[config.mk]
export PLATFORM = sky130hd
export DESIGN_NAME = mtx_manch_tx
export DESIGN_NICKNAME = d
export VERILOG_FILES = /design/src/rtl/mtx_pkg.sv /design/src/rtl/mtx_frame_ser.sv /design/src/rtl/mtx_fail_timer.sv /design/src/rtl/mtx_loop_chk.sv /design/src/rtl/mtx_manch_tx.sv
export SDC_FILE = /design/constraint.sdc
export NUM_CORES = 1
export LEC_CHECK = 0
export ABC_AREA = 1
export BUFFER_PORTS_ARGS = -buffer_cell sky130_fd_sc_hd__buf_4
export CAP_MARGIN = 0
export CORE_MARGIN = 2
export CORE_UTILIZATION = 52
export CTS_CLUSTER_SIZE = 28
export DETAILED_ROUTE_END_ITERATION = 10
export PLACE_DENSITY = 0.74
export SETUP_SLACK_MARGIN = 0.02
export SYNTH_ARGS = -nofsm -noshare
export SYNTH_HDL_FRONTEND = slang
export SYNTH_SLANG_ARGS = --single-unit
[constraint.sdc]
create_clock -name clk -period 4.5 [get_ports clk]
set_clock_uncertainty 0.05 [all_clocks]
set_input_delay 0.225 -clock clk [delete_from_list [all_inputs] [get_ports clk]]
set_output_delay 0.225 -clock clk [all_outputs]
set_load 0.1 [all_outputs]
[src/rtl/mtx_pkg.sv]
`timescale 1ns/1ps
package mtx_pkg;
  localparam int unsigned MTX_DW         = 16;
  localparam int unsigned MTX_SYNC_BITS  = 3;
  localparam int unsigned MTX_FRAME_BITS = MTX_SYNC_BITS + MTX_DW + 1;
  localparam int unsigned MTX_HALVES     = 2 * MTX_FRAME_BITS;

  typedef struct packed {
    logic              is_cmd;
    logic              par;
    logic [MTX_DW-1:0] data;
  } mtx_word_t;

  // odd parity: data plus parity bit carries an odd count of ones
  function automatic logic odd_par(input logic [MTX_DW-1:0] d);
    return ~^d;
  endfunction

  function automatic mtx_word_t make_word(input logic [MTX_DW-1:0] d, input logic c);
    mtx_word_t w;
    w.is_cmd = c;
    w.par    = odd_par(d);
    w.data   = d;
    return w;
  endfunction
endpackage

[src/rtl/mtx_frame_ser.sv]
`timescale 1ns/1ps
module mtx_frame_ser
  import mtx_pkg::*;
#(
  parameter int unsigned HALF_CLKS = 25
) (
  input  logic              clk,
  input  logic              rst_n,
  input  logic              in_valid,
  input  logic [MTX_DW-1:0] in_data,
  input  logic              in_cmd,
  input  logic              inhibit,
  input  logic              abort,
  output logic              in_ready,
  output logic              line,
  output logic              busy,
  output logic              done,
  output mtx_word_t         done_word
);
  localparam int unsigned HALVES = MTX_HALVES;
  localparam int unsigned HW     = $clog2(HALVES);
  localparam int unsigned DIVW   = (HALF_CLKS > 1) ? $clog2(HALF_CLKS) : 1;
  localparam int unsigned SYNC_H = 2 * MTX_SYNC_BITS;

  // half-bit level pattern, first half-bit in the MSB
  function automatic logic [HALVES-1:0] build(input mtx_word_t w);
    logic [HALVES-1:0] p;
    p = '0;
    for (int s = 0; s < SYNC_H; s++) begin
      p[HALVES-1-s] = (s < MTX_SYNC_BITS) ? w.is_cmd : ~w.is_cmd;
    end
    for (int i = 0; i < MTX_DW; i++) begin
      p[HALVES-1-SYNC_H-2*i] = w.data[MTX_DW-1-i];
      p[HALVES-2-SYNC_H-2*i] = ~w.data[MTX_DW-1-i];
    end
    p[1] = w.par;
    p[0] = ~w.par;
    return p;
  endfunction

  logic              active;
  logic [HALVES-1:0] pat;
  logic [HW-1:0]     hcnt;
  logic [DIVW-1:0]   div;
  logic              pend_v;
  mtx_word_t         pend;
  mtx_word_t         cur;
  mtx_word_t         in_word;
  mtx_word_t         load_w;
  logic              half_end, frame_end, last_bit, acc, load_now;

  assign in_word   = make_word(in_data, in_cmd);
  assign half_end  = active && (div == DIVW'(HALF_CLKS - 1));
  assign frame_end = half_end && (hcnt == HW'(HALVES - 1));
  assign last_bit  = active && (hcnt >= HW'(HALVES - 2));
  assign in_ready  = !inhibit && (!active || (last_bit && !pend_v));
  assign acc       = in_valid && in_ready;
  assign load_now  = (frame_end && (pend_v || acc)) || (!active && acc);
  assign load_w    = pend_v ? pend : in_word;

  always_ff @(posedge clk or negedge rst_n) begin
    if (!rst_n) begin
      active <= 1'b0;
      pat    <= '0;
      hcnt   <= '0;
      div    <= '0;
      pend_v <= 1'b0;
      pend   <= '0;
      cur    <= '0;
    end else if (abort) begin
      active <= 1'b0;
      pat    <= '0;
      hcnt   <= '0;
      div    <= '0;
      pend_v <= 1'b0;
    end else if (load_now) begin
      active <= 1'b1;
      pat    <= build(load_w);
      cur    <= load_w;
      hcnt   <= '0;
      div    <= '0;
      pend_v <= 1'b0;
    end else if (frame_end) begin
      active <= 1'b0;
      pat    <= pat << 1;
      hcnt   <= '0;
      div    <= '0;
    end else if (active) begin
      if (half_end) begin
        pat  <= pat << 1;
        hcnt <= hcnt + 1'b1;
        div  <= '0;
      end else begin
        div <= div + 1'b1;
      end
      if (acc) begin
        pend   <= in_word;
        pend_v <= 1'b1;
      end
    end
  end

  assign line      = pat[HALVES-1];
  assign busy      = active;
  assign done      = frame_end;
  assign done_word = cur;
endmodule

[src/rtl/mtx_fail_timer.sv]
`timescale 1ns/1ps
module mtx_fail_timer #(
  parameter int unsigned MAX_TX_CLKS = 40000
) (
  input  logic clk,
  input  logic rst_n,
  input  logic tx_on,
  input  logic clr,
  output logic tmo,
  output logic trip
);
  localparam int unsigned CW = $clog2(MAX_TX_CLKS + 1);

  logic [CW-1:0] cnt;

  assign trip = tx_on && (cnt == CW'(MAX_TX_CLKS - 1)) && !clr;

  always_ff @(posedge clk or negedge rst_n) begin
    if (!rst_n) begin
      cnt <= '0;
      tmo <= 1'b0;
    end else if (clr) begin
      cnt <= '0;
      tmo <= 1'b0;
    end else begin
      if (trip) tmo <= 1'b1;
      cnt <= tx_on ? cnt + 1'b1 : '0;
    end
  end
endmodule

[src/rtl/mtx_loop_chk.sv]
`timescale 1ns/1ps
module mtx_loop_chk
  import mtx_pkg::*;
#(
  parameter int unsigned ECHO_WIN = 200
) (
  input  logic              clk,
  input  logic              rst_n,
  input  logic              done,
  input  mtx_word_t         done_word,
  input  logic              echo_valid,
  input  logic [MTX_DW-1:0] echo_data,
  input  logic              echo_cmd,
  input  logic              echo_par,
  output logic              mismatch,
  output logic              missing
);
  localparam int unsigned WW = (ECHO_WIN > 1) ? $clog2(ECHO_WIN) : 1;

  logic          armed;
  logic [WW-1:0] wcnt;
  mtx_word_t     expw;
  mtx_word_t     echo_w;

  assign echo_w.is_cmd = echo_cmd;
  assign echo_w.par    = echo_par;
  assign echo_w.data   = echo_data;

  always_ff @(posedge clk or negedge rst_n) begin
    if (!rst_n) begin
      armed    <= 1'b0;
      wcnt     <= '0;
      expw     <= '0;
      mismatch <= 1'b0;
      missing  <= 1'b0;
    end else begin
      mismatch <= 1'b0;
      missing  <= 1'b0;
      if (armed) begin
        if (echo_valid) begin
          mismatch <= (echo_w != expw);
          armed    <= 1'b0;
        end else if (done) begin
          missing <= 1'b1;
        end else if (wcnt == WW'(ECHO_WIN - 1)) begin
          missing <= 1'b1;
          armed   <= 1'b0;
        end else begin
          wcnt <= wcnt + 1'b1;
        end
      end
      if (done) begin
        armed <= 1'b1;
        wcnt  <= '0;
        expw  <= done_word;
      end
    end
  end
endmodule

[src/rtl/mtx_manch_tx.sv]
`timescale 1ns/1ps
module mtx_manch_tx
  import mtx_pkg::*;
#(
  parameter int unsigned NBUS        = 2,
  parameter int unsigned HALF_CLKS   = 25,
  parameter int unsigned MAX_TX_CLKS = 40000,
  parameter int unsigned ECHO_WIN    = 200
) (
  input  logic              clk,
  input  logic              rst_n,
  input  logic              in_valid,
  output logic              in_ready,
  input  logic [MTX_DW-1:0] in_data,
  input  logic              in_cmd,
  output logic              busy,
  input  logic [NBUS-1:0]   bus_en,
  output logic [NBUS-1:0]   bus_out,
  input  logic              tmo_clr,
  output logic              tmo,
  input  logic              echo_valid,
  input  logic [MTX_DW-1:0] echo_data,
  input  logic              echo_cmd,
  input  logic              echo_par,
  output logic              lb_mismatch,
  output logic              lb_missing
);
  logic      line, done, trip;
  mtx_word_t done_word;

  mtx_frame_ser #(.HALF_CLKS(HALF_CLKS)) u_ser (
    .clk       (clk),
    .rst_n     (rst_n),
    .in_valid  (in_valid),
    .in_data   (in_data),
    .in_cmd    (in_cmd),
    .inhibit   (tmo),
    .abort     (trip),
    .in_ready  (in_ready),
    .line      (line),
    .busy      (busy),
    .done      (done),
    .done_word (done_word)
  );

  mtx_fail_timer #(.MAX_TX_CLKS(MAX_TX_CLKS)) u_tmr (
    .clk   (clk),
    .rst_n (rst_n),
    .tx_on (busy),
    .clr   (tmo_clr),
    .tmo   (tmo),
    .trip  (trip)
  );

  mtx_loop_chk #(.ECHO_WIN(ECHO_WIN)) u_lb (
    .clk        (clk),
    .rst_n      (rst_n),
    .done       (done),
    .done_word  (done_word),
    .echo_valid (echo_valid),
    .echo_data  (echo_data),
    .echo_cmd   (echo_cmd),
    .echo_par   (echo_par),
    .mismatch   (lb_mismatch),
    .missing    (lb_missing)
  );

  for (genvar g = 0; g < NBUS; g++) begin : g_gate
    assign bus_out[g] = line & bus_en[g] & ~tmo;
  end
endmodule

==> flow_summary_export.csv, run 1 <==
group,metric,value,unit
synth,synth_top_area_frac,0.480,
clocking,h-tree-depth,4,
grt,grt_pass1_vias,5360,
run_status,status,"complete, no violations",
sta,slew_headroom,0.383,
route,vias,5921,
route,dr.pass1.iters,5,
grt,grt_overflow,0,
route,avgRoutedWirePerCell,13.1,um
layout,final_common_cell,"nand2_1",
synth,synth_flop_cell,"dfrtp_1",
critical_path,reg2reg_depth,14,
clocking,cts_tree,"built",
grt,grt_pass1_wl,25.7,mm
sta,clock.fmax,0.358,GHz
route,avgViaCountPerCell,5.04,
placed_design,hpwl,9.93,mm
floorplan,die_x,120,um
layout,fin_util,0.611,
run,cap_violations,0,
layout,antenna_cells,0,
synth,yosys-top-cells-area,"dfrtp_1 48%, nand2_1 19%, o21ai_0 6.2%",
synth,synth.avg_cell_area,7.46,sq um
grt,antenna_found_initial,0,
synth,async_flop_share,1.00,
synth,ys_seq_area_frac,0.480,
floorplan,start_util,0.531,
pwr,ir_drop,0.277,mV
pwr,leakage,4.35,nW
min_path,worstHoldStart,"in_cmd",
synth,synth_cell_types,33,
synth,ys_ff_latch,135,
placed_design,routabilityCongestion,0.821,
placed_design,portBuffers,48,
floorplan,ioPinCount,49,
critical_path,crit_type,"flop to flop",
layout,layout_common_cells,"360 x nand2_1, 135 x dfrtp_1, 104 x inv_1",
floorplan,die_area,14500,sq um
floorplan,die_height,120,um
min_path,holdPathEnd,"u_ser.pend[17]",
synth,ys_warn_count,0,
route,drt_iter0_markers,535,
min_path,whs_path_depth,3,
clocking,path_clk_slew,0.06,ns
synth,synth-edff-count,0,
clocking,clockBufferDepth,2,
synth,synth_top_area_cell,"dfrtp_1",
floorplan,row_count,42,
route,wirelength,15.4,mm
synth,syn-num-nets,991,
floorplan,core_area,13200,sq um
grt,grt_max_degree,104,
critical_path,cp_max_fo,54,
clocking,clk_latency,0.42,ns
clocking,numCtsBuffers,17,
sta,hold_violations,0,
route,antenna_left,0,
synth,synth_area,7030,sq um
layout,area_growth,15.1,%
sta,finalSetupTns,0,ns
sta,finalMaxSlewViolations,0,
clocking,cts_resized,0,
sta,rsz0062_at_grt,"no",
sta,min_period,2.79,ns
grt,track_usage,0.223,
min_path,min_path_type,"input pin to flop",
critical_path,crit_required,4.81,ns
layout,drive_gt1_frac,0.121,
critical_path,timing.rr.end,"u_ser.pat[38]",
critical_path,worstPathArrival,3.10,ns
critical_path,startpoint_type,"flop",
layout,fin_nets,1033,
critical_path,end_kind,"flop",
sta,worstMarginPinSlew,0.925,ns
pwr,power.density,553,nW/um^2
sta,setup_viol,0,
route,drc,0,
critical_path,regToRegSetupSlack,1.71,ns
clocking,ctsRootBufferMaster,"clkbuf_16",
critical_path,r2r_start,"u_ser.div[0]",
synth,synthCells,943,
sta,period_share,0.620,
clocking,cts_sinks,135,
[through the flow]
stage	total power, mW	hold WS [ns]	worst slack, ns	cells	instance area (sq um)
floorplan	2.75	-0.121	1.79	943	7030
global placement	3.07	0.360	1.80	1139	7470
detailed placement	3.09	0.360	1.72	1139	7470
CTS	4.49	0.0153	1.71	1174	8090
global route	4.78	0.0451	1.39	1174	8090
finish	4.48	0.0205	1.71	1174	8090
[worst max path at each step]
stage,startpoint,end,cells past startpoint
final,u_ser.div[0],u_ser.pat[38],14
after global routing,u_ser.div[0],u_ser.pat[37],14
after CTS,u_ser.div[0],u_ser.pat[38],14
after detailed placement,u_ser.div[0],u_ser.pat[38],14
after global placement,u_ser.div[0],u_ser.hcnt[1],10
after floorplan,u_ser.busy,in_ready,1
[synth_stat cells, drive strengths merged (2+ instances only)]
cell	number
nand4	4
nor2	47
or2	23
dfrtp	135
nor4	8
nand3	74
o31ai	2
xor2	14
buf	16
ha	6
nand2	364
xnor2	4
clkbuf	16
nor3	14
a21oi	16
inv	107
o21ai	88
[layout make-up]
cell class | instances | area [sq um]
clock inverters | 12 | 126
inverters | 108 | 405
flip-flops and latches | 135 | 3380
well taps | 176 | 220
clock buffers | 20 | 467
multi-input cells | 668 | 3070
repair buffers | 55 | 424
fillers | 1174 | 5150
[report_power, final]
group	leakage [nW]	internal, mW	total [mW]	switching [mW]
sequential	1.78	1.54	1.74	0.197
clock	0.292	0.856	1.38	0.525
combinational	2.28	0.451	1.36	0.905
total	4.35	2.85	4.48	1.63
[repair_timing]
action                                 4_1_cts  5_1_grt
setup buffers                                0        0
endpoints found under the hold margin      107        0
hold buffers                                 3        0
[routing by layer]
| layer | up-vias | wire (um) | GRT usage |
|---|---|---|---|
| met5 | - | 0 | 0 |
| met4 | 0 | 159 | 0.0669 |
| met3 | 13 | 825 | 0.0453 |
| met2 | 167 | 6640 | 0.324 |
| met1 | 2702 | 7790 | 0.339 |
| li1 | 3039 | - | - |
[sequential cells by signal (all words and copies together), names as in the netlist, 5 cells and up]
register / flops
u_lb.wcnt: 8
u_ser.pend: 18
u_tmr.cnt: 16
u_ser.hcnt: 6
u_ser.done_word: 18
u_ser.div: 5
u_lb.expw: 18
u_ser.pat: 40
[logic make-up after synthesis]
logic type               Yosys count  synth area share
AO/OA/AOI/OAI                    110            0.0811
flip-flops                       135             0.480
adder cells (fa/ha/maj)            6            0.0107
AND/OR/NAND/NOR                  534             0.321
buffers and inverters            140            0.0841
XOR/XNOR                          18            0.0224
[worst max-delay path, stage by stage (launching register included)]
cell	delay [ns]
dfrtp_1	0.40
inv_1	0.09
ha_1	0.14
nand3_1	0.11
nor3_4	0.30
nand2_2	0.10
nor2_2	0.16
nand2_1	0.08
nand2_2	0.17
nand2_4	0.13
nor2_8	0.52
nand2_1	0.22
nand2_1	0.12
nand2_1	0.05
nand2_1	0.09
Power figures use the tool's default switching activity.
==> run 2: changes to the inputs <==
Settings changed: PLACE_DENSITY 0.74 to 0.77.
Clock period 4.5 ns to 2.5 ns, I/O delays scaled along.
==> run 2 against run 1 <==
  * Flip-flop and latch count unchanged
  * Register-to-register slack got worse by 1.5 ns
  * Worst hold slack improved by 0.080 ns
  * First-iteration DRC count fell by 4.7%
  * Clock power rose by 72%
  * Highest routed layer unchanged
==> flow_summary_export.csv, run 2 (synthesized netlist as in run 1, its figures left out) <==
group,metric,value,unit
run_status,status,"complete, no violations",
sta,rsz0062_at_grt,"no",
sta,finalSetupTns,0,ns
sta,hold_violations,0,
pwr,p_int,5.23,mW
clocking,numCtsBuffers,17,
sta,min_period,2.26,ns
layout,largest_reg_flops,40,
route,drt_iter0_markers,510,
floorplan,core_area,13200,sq um
clocking,ctsRootBufferMaster,"clkbuf_16",
critical_path,end_kind,"flop",
floorplan,ioPinCount,49,
layout,final_common_cell,"nand2_1",
sta,finalMaxSlewViolations,0,
clocking,clk_latency,0.41,ns
grt,grt_pass1_wl,25.6,mm
clocking,clockBufferDepth,2,
layout,fin_nets,1067,
route,antenna_left,0,
clocking,h-tree-depth,4,
layout,antenna_cells,0,
clocking,cts_tree,"built",
grt,grt_overflow,0,
pwr,power.total,8.10,mW
floorplan,start_util,0.531,
grt,grt_pass1_vias,5522,
run,cap_violations,0,
grt,grt_max_degree,61,
route,avgRoutedWirePerCell,12.6,um
floorplan,die_area,14500,sq um
route,wirelength,15.2,mm
floorplan,die_x,120,um
layout,instances_no_fill,1207,
pwr,combPwrFrac,0.328,
sta,holdWs,0.101,ns
layout,area_growth,20.5,%
critical_path,cp_max_fo,14,
route,avgViaCountPerCell,4.97,
route,vias,6003,
grt,track_usage,0.220,
sta,clock.fmax,0.443,GHz
layout,drive_gt1_frac,0.136,
critical_path,crit_type,"flop to flop",
placed_design,portBuffers,48,
sta,setup_viol,0,
pwr,swShare,0.355,
critical_path,worstPathArrival,2.56,ns
floorplan,row_count,42,
pwr,seqPwrFrac,0.379,
route,drc,0,
pwr,leakage,4.53,nW
grt,antenna_found_initial,0,
layout,layout_common_cells,"359 x nand2_1, 134 x dfrtp_1, 103 x inv_1",
sta,period_share,0.904,
sta,slew_headroom,0.523,
clocking,path_clk_slew,0.06,ns
clocking,cts_sinks,135,
pwr,clkPwrFrac,0.293,
pwr,power.density,956,nW/um^2
min_path,min_path_type,"input pin to flop",
sta,worstMarginPinSlew,0.712,ns
pwr,ir_drop,0.512,mV
placed_design,routabilityCongestion,0.821,
pwr,switchingPower,2.87,mW
placed_design,hpwl,10.1,mm
floorplan,die_height,120,um
layout,top_register,"u_ser.pat",
critical_path,crit_required,2.80,ns
placed_design,dp_cells,1153,
critical_path,startpoint_type,"flop",
route,dr.pass1.iters,5,
==> run 2: changes by cell type in the layout (fill, tap and decap cells not counted), moves of 2 or more <==
cell	before	now
clkinv_2	5	8
clkbuf_8	3	1
clkbuf_1	0	2
nand2_4	1	3
clkbuf_16	17	19
buf_12	0	5
dlygate4sd3_1	3	20
buf_4	51	61
clkinv_4	3	0
==> run 2: repair_timing <==
| item | CTS | global route |
|---|---|---|
| gates resized for setup | 1 | 5 |
| hold buffers | 20 | 0 |
| buffers inserted | 1 | 0 |
| setup endpoints to repair | 2 | 46 |
| endpoints found under the hold margin | 80 | 0 |
| pin swaps | 1 | 1 |
| gates cloned | 0 | 2 |
==> run 2: worst paths after layout <==
kind / start / to / slack (ns) / cells past startpoint
setup / recovery: u_ser.div[0] / u_ser.pat[21] / 0.24 / 15
hold / removal: echo_data[6] / u_lb.mismatch / 0.10 / 7
setup reg to reg: u_ser.div[0] / u_ser.pat[21] / 0.24 / 15
hold reg to reg: u_tmr.cnt[0] / u_tmr.cnt[0] / 0.41 / 1
max in group asynchronous: rst_n / u_ser.pat[15] / 1.53 / 3
min in group asynchronous: rst_n / u_tmr.cnt[14] / 0.20 / 2
==> run 2: critical path, cell delays in order, from the launching register on <==
cell,delay (ns)
dfrtp_1,0.39
inv_1,0.09
ha_1,0.15
nand3_1,0.11
nor3_4,0.17
nand2_2,0.10
nor2_4,0.12
nand2_1,0.10
nand2_4,0.12
nand2_4,0.13
nor2_8,0.17
buf_12,0.17
nand2_1,0.11
nand2_1,0.10
nand2_1,0.06
nand2_1,0.07
==> run 2: layout make-up <==
class | count | area [sq um]
fill | 1123 | 4770
sequential | 135 | 3380
multi-input combinational | 668 | 3100
timing repair buffer | 89 | 820
clock buffer | 20 | 447
inverter | 108 | 405
tap | 176 | 220
clock inverter | 11 | 108
==> run 2: through the flow <==
| stage | setup slack (ns) | utilization | area [sq um] |
|---|---|---|---|
| floorplan | 0.128 | - | 7040 |
| global placement | 0.198 | 0.577 | 7640 |
| detailed placement | 0.0329 | 0.577 | 7640 |
| CTS | 0.0434 | 0.635 | 8410 |
| global route | 0.0595 | 0.640 | 8480 |
| finish | 0.241 | 0.640 | 8480 |
==> run 2: power groups by stage <==
stage | logic (mW) | clock network, mW | registers [mW]
after detailed placement | 2.54 | 0 | 3.09
after global routing | 3.04 | 2.50 | 3.14
after floorplan | 1.85 | 0 | 3.10
after CTS | 2.59 | 2.39 | 3.07
after global placement | 2.47 | 0 | 3.09
final | 2.66 | 2.37 | 3.07
==> run 2: per-layer routing <==
metal,track usage,wire length [um]
met5,0,0
met4,0.0676,188
met3,0.0486,768
met2,0.332,6680
met1,0.319,7590
==> run 3: changes to the inputs <==
Settings changed: GPL_ROUTABILITY_DRIVEN from default to 0, GPL_TIMING_DRIVEN from default to 0, SKIP_LAST_GASP from default to 1.
==> run 3 against run 2 <==
  * Utilization increased by 0.14 points
  * Die area unchanged
  * Clock power increased by 4%
==> flow_summary_export.csv, run 3 (synthesized netlist as in run 1, its figures left out) <==
group,metric,value,unit
run_status,status,"complete, no violations",
critical_path,startpoint_type,"flop",
layout,area_growth,20.8,%
grt,grt_max_degree,79,
sta,setup_viol,0,
critical_path,worstPathArrival,2.59,ns
route,avgViaCountPerCell,5.03,
sta,rsz0062_at_grt,"no",
critical_path,slowest_stage,"dfrtp_1",
layout,drive_gt1_frac,0.138,
pwr,ir_drop,0.593,mV
critical_path,crit_buf_inv,2,
sta,period_share,0.915,
route,avgRoutedWirePerCell,12.8,um
critical_path,end_kind,"flop",
layout,final_common_cell,"nand2_1",
critical_path,regToRegSetupSlack,0.21,ns
grt,grt_pass1_vias,5647,
placed_design,dp_cells,1168,
sta,clock.fmax,0.437,GHz
grt,antenna_found_initial,0,
grt,grt_overflow,0,
layout,top_register,"u_ser.pat",
critical_path,cp_common_cell,"nand2_1",
critical_path,timing.rr.end,"u_ser.pat[19]",
sta,worstMarginPinSlew,0.725,ns
floorplan,die_x,120,um
critical_path,r2r_start,"u_ser.div[0]",
route,antenna_left,0,
placed_design,portBuffers,48,
sta,min_period,2.29,ns
critical_path,cpLargestDelayFamily,"simple AND/OR/NAND/NOR gates",
run,cap_violations,0,
placed_design,hpwl,10.8,mm
layout,instances_no_fill,1221,
clocking,h-tree-depth,4,
pwr,leakage,4.54,nW
floorplan,die_area,14500,sq um
route,drt_iter0_markers,466,
floorplan,start_util,0.531,
floorplan,row_count,42,
critical_path,reg2reg_depth,15,
pwr,power.density,965,nW/um^2
grt,track_usage,0.230,
floorplan,core_area,13200,sq um
route,wirelength,15.6,mm
sta,slew_headroom,0.516,
route,drc,0,
sta,finalMaxSlewViolations,0,
layout,fin_nets,1082,
sta,holdWs,0.0261,ns
floorplan,ioPinCount,49,
min_path,min_path_type,"input pin to flop",
clocking,path_clk_slew,0.06,ns
critical_path,cp-endpoint,"u_ser.pat[19]",
clocking,clockBufferDepth,2,
critical_path,cp-startpoint,"u_ser.div[0]",
clocking,ctsRootBufferMaster,"clkbuf_16",
route,dr.pass1.iters,5,
pwr,power.total,8.19,mW
critical_path,cp_max_fo,10,
critical_path,cp_cell_sequence,"inv_1, ha_1, nand3_1, nor3_4, nand2_2, nor2_4, nand2_1, nand2_4, nand2_8, nor2_8, buf_6, nand2_1, nand2_1, nand2_1, nand2_1",
layout,layout_common_cells,"359 x nand2_1, 134 x dfrtp_1, 103 x inv_1",
critical_path,cp_slowest_stage_delay,0.40,ns
clocking,clk_latency,0.42,ns
clocking,cts_sinks,135,
clocking,cts_tree,"built",
min_path,whs_path_depth,3,
critical_path,cp_num_cells,15,
route,vias,6145,
floorplan,die_height,120,um
grt,grt_pass1_wl,26.5,mm
layout,fin_util,0.642,
sta,finalSetupTns,0,ns
sta,hold_violations,0,
layout,largest_reg_flops,40,
critical_path,crit_type,"flop to flop",
clocking,numCtsBuffers,17,
layout,antenna_cells,0,
critical_path,crit_required,2.80,ns
run 3: cell count changes in the layout (fill, tap and decap cells not counted), moves of 3 or more:
cell      before  now
buf_4         61   52
buf_6          1    8
clkbuf_2       0    3
clkbuf_1       2   13
buf_2          0    7
buf_12         5    0
run 3: worst min-delay path: stages:
cell and delay, ns:
buf_4 0.13, inv_1 0.08, o21ai_0 0.10
run 3: worst min path at each step:
stage | start | to | slack [ns]
3_5_place_dp | rst_n | u_lb.wcnt[4] | 0.16
2_1_floorplan | rst_n | u_lb.armed | -0.22
3_3_place_gp | tmo_clr | u_tmr.tmo | 0.28
6_report | in_data[15] | u_ser.pend[15] | 0.03
5_1_grt | in_data[15] | u_ser.pend[15] | 0.05
4_1_cts | in_data[15] | u_ser.pend[15] | 0.02
run 3: through the flow:
stage                     setup WS, ns  area [sq um]
final                            0.212          8500
after detailed placement       -0.0516          7650
after global routing           0.00474          8500
after CTS                       0.0198          8440
after floorplan                  0.128          7040
after global placement         -0.0897          7620
run 3: layout make-up:
| type | count | area (sq um) |
|---|---|---|
| Buffer | 32 | 196 |
| Clock buffer | 19 | 443 |
| Clock inverter | 11 | 133 |
| Fill cell | 1136 | 4750 |
| Inverter | 108 | 405 |
| Multi-Input combinational cell | 668 | 3110 |
| Sequential cell | 135 | 3380 |
| Tap cell | 176 | 220 |
| Timing Repair Buffer | 72 | 612 |
run 3: metal layers:
metal,share of wire,up-vias,track usage
li1,-,3138,-
met1,0.47,2856,0.321
met2,0.47,134,0.359
met3,0.049,17,0.0481
met4,0.012,0,0.0749
met5,0,-,0
run 3: power by group:
group / switching, mW / leakage (nW) / internal [mW]
clock: 0.906 / 0.288 / 1.57
sequential: 0.315 / 1.78 / 2.78
combinational: 1.67 / 2.47 / 0.955
run 3: what timing repair did:
action	4_1_cts	5_1_grt
hold buffers	19	0
setup buffers	1	3
resized for setup	5	9
endpoints found under the hold margin	98	0
pin swaps	1	3
setup endpoints to repair	48	87
